### src/rtl/pkt_trafgen_pkg.sv
package pkt_trafgen_pkg;
  typedef enum logic [1:0] {
    ST_IDLE = 2'd0,
    ST_SEND = 2'd1,
    ST_GAP  = 2'd2
  } gen_state_e;

  localparam logic [1:0] MODE_ONE   = 2'd1;
  localparam logic [1:0] MODE_COUNT = 2'd2;
  localparam logic [1:0] MODE_LOOP  = 2'd3;
endpackage

### src/rtl/trafgen_gap_timer.sv
module trafgen_gap_timer #(
  parameter int DLY_W = 8
) (
  input  logic             clk,
  input  logic             rst,
  input  logic             load_i,
  input  logic [DLY_W-1:0] val_i,
  output logic             expired_o
);
  logic [DLY_W-1:0] cnt_q;

  always_ff @(posedge clk) begin
    if (rst) begin
      cnt_q <= '0;
    end else if (load_i) begin
      cnt_q <= val_i;
    end else if (cnt_q != '0) begin
      cnt_q <= cnt_q - 1'b1;
    end
  end

  // one idle cycle remains: the next cycle may present a beat
  assign expired_o = (cnt_q == DLY_W'(1));
endmodule

### src/rtl/trafgen_payload.sv
module trafgen_payload #(
  parameter int IDX_W = 16
) (
  input  logic [IDX_W-1:0]   pkt_i,
  input  logic [IDX_W-1:0]   beat_i,
  output logic [2*IDX_W-1:0] data_o
);
  assign data_o = {pkt_i, beat_i};
endmodule

### src/rtl/trafgen_ctrl.sv
module trafgen_ctrl
  import pkt_trafgen_pkg::*;
#(
  parameter int IDX_W = 16,
  parameter int DLY_W = 8
) (
  input  logic             clk,
  input  logic             rst,
  input  logic             start_i,
  input  logic             stop_i,
  input  logic [1:0]       mode_i,
  input  logic [IDX_W-1:0] len_i,
  input  logic [IDX_W-1:0] count_i,
  input  logic [DLY_W-1:0] beat_gap_i,
  input  logic [DLY_W-1:0] pkt_gap_i,
  input  logic             tready_i,
  input  logic             gap_expired_i,
  output logic             gap_load_o,
  output logic [DLY_W-1:0] gap_val_o,
  output logic             valid_o,
  output logic             last_o,
  output logic [IDX_W-1:0] beat_o,
  output logic [IDX_W-1:0] pkt_o,
  output logic             done_o
);
  gen_state_e       state_q;
  logic [1:0]       mode_q;
  logic [IDX_W-1:0] len_q, count_q, beat_q, pkt_q;
  logic [DLY_W-1:0] bgap_q, pgap_q;
  logic             stop_q, done_q, in_pkt_gap_q;

  logic cfg_ok, xfer, last_beat, stop_now, last_pkt;

  assign cfg_ok = start_i && (mode_i != 2'd0) && (len_i != '0) &&
                  !((mode_i == MODE_COUNT) && (count_i == '0));
  assign xfer      = (state_q == ST_SEND) && tready_i;
  assign last_beat = (beat_q == len_q - 1'b1);
  assign stop_now  = stop_q || stop_i;
  assign last_pkt  = (mode_q == MODE_ONE) ||
                     ((mode_q == MODE_COUNT) && (pkt_q == count_q - 1'b1)) ||
                     ((mode_q == MODE_LOOP) && stop_now);

  assign gap_load_o = xfer && !(last_beat && last_pkt);
  assign gap_val_o  = last_beat ? pgap_q : bgap_q;

  always_ff @(posedge clk) begin
    if (rst) begin
      state_q      <= ST_IDLE;
      mode_q       <= '0;
      len_q        <= '0;
      count_q      <= '0;
      bgap_q       <= '0;
      pgap_q       <= '0;
      beat_q       <= '0;
      pkt_q        <= '0;
      stop_q       <= 1'b0;
      done_q       <= 1'b0;
      in_pkt_gap_q <= 1'b0;
    end else begin
      case (state_q)
        ST_IDLE: begin
          if (cfg_ok) begin
            mode_q  <= mode_i;
            len_q   <= len_i;
            count_q <= count_i;
            bgap_q  <= beat_gap_i;
            pgap_q  <= pkt_gap_i;
            beat_q  <= '0;
            pkt_q   <= '0;
            stop_q  <= 1'b0;
            done_q  <= 1'b0;
            state_q <= ST_SEND;
          end
        end
        ST_SEND: begin
          if ((mode_q == MODE_LOOP) && stop_i) stop_q <= 1'b1;
          if (tready_i) begin
            if (last_beat) begin
              if (last_pkt) begin
                state_q <= ST_IDLE;
                done_q  <= (mode_q != MODE_LOOP);
              end else begin
                beat_q       <= '0;
                pkt_q        <= pkt_q + 1'b1;
                in_pkt_gap_q <= 1'b1;
                state_q      <= (pgap_q == '0) ? ST_SEND : ST_GAP;
              end
            end else begin
              beat_q       <= beat_q + 1'b1;
              in_pkt_gap_q <= 1'b0;
              state_q      <= (bgap_q == '0) ? ST_SEND : ST_GAP;
            end
          end
        end
        ST_GAP: begin
          if ((mode_q == MODE_LOOP) && stop_i) stop_q <= 1'b1;
          if (in_pkt_gap_q && (mode_q == MODE_LOOP) && stop_now) begin
            state_q <= ST_IDLE;
          end else if (gap_expired_i) begin
            state_q <= ST_SEND;
          end
        end
        default: state_q <= ST_IDLE;
      endcase
    end
  end

  assign valid_o = (state_q == ST_SEND);
  assign last_o  = valid_o && last_beat;
  assign beat_o  = beat_q;
  assign pkt_o   = pkt_q;
  assign done_o  = done_q;
endmodule

### src/rtl/pkt_trafgen.sv
module pkt_trafgen #(
  parameter int IDX_W = 16,
  parameter int DLY_W = 8,
  localparam int DATA_W = 2 * IDX_W
) (
  input  logic              clk,
  input  logic              rst,
  input  logic              start_i,
  input  logic              stop_i,
  input  logic [1:0]        mode_i,
  input  logic [IDX_W-1:0]  len_i,
  input  logic [IDX_W-1:0]  count_i,
  input  logic [DLY_W-1:0]  beat_gap_i,
  input  logic [DLY_W-1:0]  pkt_gap_i,
  output logic              m_tvalid,
  input  logic              m_tready,
  output logic [DATA_W-1:0] m_tdata,
  output logic              m_tlast,
  output logic              done_o
);
  logic             gap_load, gap_expired;
  logic [DLY_W-1:0] gap_val;
  logic [IDX_W-1:0] beat_idx, pkt_idx;

  trafgen_ctrl #(.IDX_W(IDX_W), .DLY_W(DLY_W)) u_ctrl (
    .clk           (clk),
    .rst           (rst),
    .start_i       (start_i),
    .stop_i        (stop_i),
    .mode_i        (mode_i),
    .len_i         (len_i),
    .count_i       (count_i),
    .beat_gap_i    (beat_gap_i),
    .pkt_gap_i     (pkt_gap_i),
    .tready_i      (m_tready),
    .gap_expired_i (gap_expired),
    .gap_load_o    (gap_load),
    .gap_val_o     (gap_val),
    .valid_o       (m_tvalid),
    .last_o        (m_tlast),
    .beat_o        (beat_idx),
    .pkt_o         (pkt_idx),
    .done_o        (done_o)
  );

  trafgen_gap_timer #(.DLY_W(DLY_W)) u_gap (
    .clk       (clk),
    .rst       (rst),
    .load_i    (gap_load),
    .val_i     (gap_val),
    .expired_o (gap_expired)
  );

  trafgen_payload #(.IDX_W(IDX_W)) u_payload (
    .pkt_i  (pkt_idx),
    .beat_i (beat_idx),
    .data_o (m_tdata)
  );
endmodule

### config.mk
export PLATFORM = sky130hd
export DESIGN_NAME = pkt_trafgen
export DESIGN_NICKNAME = d
export VERILOG_FILES = /design/src/rtl/pkt_trafgen_pkg.sv /design/src/rtl/trafgen_gap_timer.sv /design/src/rtl/trafgen_payload.sv /design/src/rtl/trafgen_ctrl.sv /design/src/rtl/pkt_trafgen.sv
export SDC_FILE = /design/constraint.sdc
export NUM_CORES = 1
export LEC_CHECK = 0
export CAP_MARGIN = 20
export CORE_ASPECT_RATIO = 0.6
export CORE_MARGIN = 2
export CORE_UTILIZATION = 30
export CTS_CLUSTER_DIAMETER = 120
export DETAILED_ROUTE_END_ITERATION = 8
export GPL_TIMING_DRIVEN = 0
export MAX_ROUTING_LAYER = met4
export PLACE_DENSITY = 0.58
export SKIP_CTS_REPAIR_TIMING = 1
export SLEW_MARGIN = 0
export SYNTH_ARGS = -nofsm -noshare
export SYNTH_HDL_FRONTEND = slang
export SYNTH_SLANG_ARGS = --single-unit
export TNS_END_PERCENT = 1
### constraint.sdc
create_clock -name clk -period 3.1 [get_ports clk]
set_clock_uncertainty 0.1 [all_clocks]
set_input_delay 0.31 -clock clk [delete_from_list [all_inputs] [get_ports clk]]
set_output_delay 0.31 -clock clk [all_outputs]
set_load 0.1 [all_outputs]
# After elaboration in Yosys (flattened, before gate mapping)
# Index checks and enable logic that the tools add are counted.
dict set report totals {
  in_bits 55
  elab_cells 102
  reg_bits 95
}
dict set report op_classes {
  n_mux 30
  n_eq_ne 19
  reduce_logical 36
  n_addsub 5
}
# operator count
set op_table {}
lappend op_table {{$mux W16} 7}
lappend op_table {{$pmux W16 S2} 2}
lappend op_table {{$add A16 B1 Y16 const B} 2}
lappend op_table {{$eq A16 B16 Y1} 2}
lappend op_table {{$sub A16 B1 Y16 const B} 2}
lappend op_table {{$mux W8} 3}
lappend op_table {{$logic_not A16 Y1} 1}
lappend op_table {{$logic_not A8 Y1} 2}
lappend op_table {{$mux W2} 8}
lappend op_table {{$reduce_bool A16 Y1} 1}
lappend op_table {{$logic_and A1 B1 Y1} 13}
lappend op_table {{$ne A2 B2 Y1 const B} 6}
lappend op_table {{$reduce_and A5 Y1} 2}
lappend op_table {{$reduce_and A3 Y1} 3}
lappend op_table {{$eq A2 B2 Y1 const B} 4}
lappend op_table {{$eq A8 B1 Y1 const B} 1}
lappend op_table {{$reduce_bool A2 Y1} 4}
lappend op_table {{$reduce_bool A8 Y1} 1}
lappend op_table {{$sub A8 B1 Y8 const B} 1}
lappend op_table {{$mux W1} 7}
lappend op_table {{$pmux W2 S3} 1}
lappend op_table {{$eq A2 B1 Y1 const B} 2}
lappend op_table {{$ne A2 B1 Y1 const B} 2}
lappend op_table {{$pmux W1 S2} 2}
lappend op_table {{8 further kinds} 11}

# Depth between registers and ports, before layout
dict set report depth {
  depth_word 9
  depth_mapped 13
}

# Hierarchy
# From an unflattened synthesis, not the netlist that was laid out.
dict set report hier_totals {
  cells_unflattened 757
  area_unflattened_um2 5923.2
}
# module area_per_inst_um2 seq_area_each_um2 n_inst cells_per_inst
set modules_own_cells {}
lappend modules_own_cells {trafgen_ctrl 5170.0 1741.7 1 671}
lappend modules_own_cells {trafgen_gap_timer 513.0 160.2 1 54}
lappend modules_own_cells {trafgen_payload 240.2 0.0 1 32}

# Least setup slack after synthesis
# OpenSTA, ideal clock, no wires.
dict set report synth_path {
  kind {register to register}
  start {reg u_ctrl.pkt_q[10] (netlist: u_ctrl.pkt_o[10])}
  end {reg u_ctrl.beat_q[1] (netlist: u_ctrl.beat_o[1])}
  stages_incl_launch_ff 12
  arrival_ns 3.301
  setup_ns 0.128
  path_buffers 2
  slack_ns -0.428
  path_cell_list {dfxtp_1 -> xnor2_1 -> or4b_1 -> a211oi_1 -> o211ai_1 -> nor4_4 -> a22oi_4 -> o21ai_2 -> buf_2 -> buf_4 -> mux2i_1 -> nor2_1}
}
dict set report synth_between {
  elab_chain_len 6
}
# element line_no
set synth_rtl {}
lappend synth_rtl {{from (decl)} trafgen_ctrl.sv:28} ;# logic [IDX_W-1:0] len_q, count_q, beat_q, pkt_q;
lappend synth_rtl {{from (signal assigned)} trafgen_ctrl.sv:84} ;# pkt_q <= pkt_q + 1'b1;
lappend synth_rtl {{$eq A16 B16 Y1} trafgen_ctrl.sv:40} ;# ((mode_q == MODE_COUNT) && (pkt_q == count_q - 1'b1)) ||
lappend synth_rtl {{$logic_and A1 B1 Y1} trafgen_ctrl.sv:40}
lappend synth_rtl {{$logic_or A1 B1 Y1} trafgen_ctrl.sv:39} ;# assign last_pkt = (mode_q == MODE_ONE) ||
lappend synth_rtl {{$logic_or A1 B1 Y1} trafgen_ctrl.sv:40}
lappend synth_rtl {{$ne A3 B3 Y1 (no source line)} -}
lappend synth_rtl {{$reduce_and A4 Y1 (no source line)} -}
lappend synth_rtl {{to (signal assigned)} trafgen_ctrl.sv:89} ;# beat_q <= beat_q + 1'b1;
lappend synth_rtl {{to (decl)} trafgen_ctrl.sv:28}
# No other way between the ends.
# A chain may end at the register's enable or synchronous reset.

# Worst setup path after layout
dict set report layout_path {
  start {reg u_ctrl.len_q[5]}
  end {reg u_ctrl.pkt_q[10] (netlist: u_ctrl.pkt_o[10])}
}
dict set report layout_between {
  elab_chain_len 4
}
# element line_no
set layout_rtl {}
lappend layout_rtl {{from (decl)} trafgen_ctrl.sv:28}
lappend layout_rtl {{from (signal assigned)} trafgen_ctrl.sv:64} ;# len_q <= len_i;
lappend layout_rtl {{$sub A16 B1 Y16} trafgen_ctrl.sv:37} ;# assign last_beat = (beat_q == len_q - 1'b1);
lappend layout_rtl {{$eq A16 B16 Y1} trafgen_ctrl.sv:37}
lappend layout_rtl {{$ne A2 B2 Y1 (no source line)} -}
lappend layout_rtl {{$reduce_and A5 Y1 (no source line)} -}
# No other way between the ends.

==> metrics.cfg <==
[drt]
vias=5436
ant_nets=0
drtIter0Drc=383
dr.pass1.iters=5
wl_per_cell_um=16.8
post_drt_via_cell_ratio=5.25
wirelength_um=17400
drc_errors=0

[power]
seqPwrFrac=0.343
clockPowerShare=0.241
p_leak_nw=2.49
power.total_mw=4.68
p_per_area_nw_per_um2=639
swShare=0.405
p_int_mw=2.79
power.switching_mw=1.90
p_comb_frac=0.417
vdd_ir_drop_max_mv=0.322

[timing]
final-setup-viol-count=3
rsz0062_at_grt=true
clock.fmax_mhz=317
finalCriticalPeriod_ns=3.15
hold_viol=0
worst_pin_slew_ns=1.03
worst_slack_ns=-0.0538
whs_ns=0.375
post-route-period-util=1.02
slew_viol_final=0
relSlewSlack=0.311

[cells_and_area]
post-route-util=0.423
stdcell_count=1036
nFillCells=1758
nets=862
area_growth_pct=36.5
antenna_cells=0
drive_gt1_frac=0.165

[worst_setup_path]
endpoint=u_ctrl.pkt_o[10]
reg2reg_slack_ns=-0.05
crit_path_start_kind=flip-flop
ff2ff_path_depth=11
required_ns=3.28
reg2reg_from=u_ctrl.len_q[5]
crit_fanout=6
critPathCaptureType=flip-flop
r2r_end=u_ctrl.pkt_o[10]
startpoint=u_ctrl.len_q[5]
arrival_ns=3.33
worstSetupPathType=reg2reg

[logic_synthesis]
synth_cells=680
synthesis.area_um2=5370
ys_top_cells_by_count=nand2_1 (136), dfxtp_1 (95), a21oi_1 (81)
ys_warn_count=0
synth_area_per_cell_um2=7.89
synth.distinct_cells=69
synth-edff-count=0
yosysSeqAreaShare=0.354
async_flop_share=0
synthFlopType=dfxtp_1
synth_area_leaders=dfxtp_1 (35%), nand2_1 (9.5%), a21oi_1 (7.6%)
syn_nets=745
synth_top_area_frac=0.354
synth_area_leader_cell=dfxtp_1
ys_ff_latch=95
yosysMostFrequentCell=nand2_1

[floorplanning]
die_w_um=177
core-area_um2=17300
start_util=0.310
dieArea_um2=19000
die_h_um=108
fp-row-count=37
io_pins=90

[outcome]
outcome=finished, violations left
violations=setup timing

[placement]
gp_congestion=0.866
place_inst=1003
dp_hpwl_um=13300
numPortBuffers=89

[clocking]
numCtsBuffers=9
clk_pin_slew_ns=0.07
clock_path_buffers=2
cts_sinks=95
clkLatencyLatePin_ns=0.36
cts_tree=yes
clk_root_buffer_cell=clkbuf_16
cts_max_level=3

[global_routing]
gr-total-overflow=0
grt_usage=0.186
grt_first_pass_wirelength_um=26400
grt_pass1_vias=4636
grt_max_degree=19
grt_antenna_before_repair=0

[worst_hold_path]
hp-class=reg2reg

[run]
cap_violations=0

power by group through the flow:
stage	clock, mW	sequential [mW]	combinational [mW]
after floorplan	0	1.59	1.25
after global placement	0	1.60	1.70
after detailed placement	0	1.61	1.71
after CTS	1.15	1.58	1.72
after global routing	1.20	1.63	2.15
final	1.13	1.60	1.95
worst min-delay path by stage:
stage,from,endpoint,cells after the start
final,u_ctrl.bgap_q[6],u_ctrl.bgap_q[6],2
after global routing,pkt_gap_i[7],u_ctrl.pgap_q[7],3
after CTS,u_ctrl.bgap_q[6],u_ctrl.bgap_q[6],2
after detailed placement,u_ctrl.bgap_q[6],u_ctrl.bgap_q[6],2
after global placement,u_ctrl.bgap_q[6],u_ctrl.bgap_q[6],2
after floorplan,u_ctrl.in_pkt_gap_q,u_ctrl.in_pkt_gap_q,2
layer usage:
layer	vias to the layer above	routed length, µm	global-route usage
met4	0	156	0.0319
li1	2710	-	-
met3	14	1160	0.0463
met2	167	6290	0.214
met1	2545	9840	0.307
met5	-	0	-
stage by stage:
stage	cell area (µm²)	TNS, ns	setup slack [ns]
final	7320	-0.106	-0.0538
after global routing	7320	-1.37	-0.122
after CTS	6880	-15.51	-1.27
after detailed placement	6580	-21.57	-0.875
after global placement	6580	-22.52	-0.889
after floorplan	5400	-0.00400	-0.00400
cell type report:
| class | instances | area (µm²) | area share |
|---|---|---|---|
| clock inverters | 6 | 57.6 | 0.00786 |
| inverters | 15 | 58.8 | 0.00803 |
| clock buffers | 10 | 239 | 0.0326 |
| multi-input cells | 541 | 3530 | 0.482 |
| flip-flops and latches | 95 | 1960 | 0.268 |
| repair buffers | 108 | 1050 | 0.143 |
| plain buffers | 27 | 138 | 0.0188 |
| well taps | 234 | 293 | 0.0400 |
cell families after synthesis:
group / share of synthesized area
buf+inv: 0.0340
fa+ha+maj: 0.0233
simple gates: 0.297
flops: 0.354
compound gates: 0.191
mux: 0.0268
xor+xnor: 0.0734
critical path: stages (launching register included):
cell	delay [ns]
dfxtp_4	0.39
nor3_4	0.27
buf_4	0.17
xnor2_1	0.09
o41ai_2	0.33
nand4_1	0.24
nor4_4	0.33
and2_4	0.23
a31oi_4	0.13
buf_6	0.18
or4_1	0.49
a21oi_1	0.13
cell usage in the layout (no fill, tap or decap), drive strengths merged, types with 4 or more instances in the layout:
cell type / instances
a21oi: 82
a31oi: 4
and2: 6
and3: 10
buf: 28
clkbuf: 29
clkdlybuf4s50: 88
dfxtp: 95
ha: 10
inv: 20
mux2i: 11
nand2: 136
nand3: 19
nand4: 16
nor2: 30
nor2b: 4
nor3: 15
nor4: 22
o211ai: 4
o21ai: 29
o22ai: 6
o31ai: 11
or3: 19
or4: 13
xnor2: 31
xor2: 14
state kept, by name (all words and copies together), names as in the netlist:
register,flops
u_ctrl.state_q,2
u_ctrl.pkt_o,16
u_ctrl.done_o,1
u_ctrl.in_pkt_gap_q,1
u_gap.cnt_q,8
u_ctrl.beat_o,16
u_ctrl.mode_q,2
u_ctrl.len_q,16
u_ctrl.count_q,16
u_ctrl.bgap_q,8
u_ctrl.pgap_q,8
u_ctrl.stop_q,1
(Power assumes the default switching activity.)
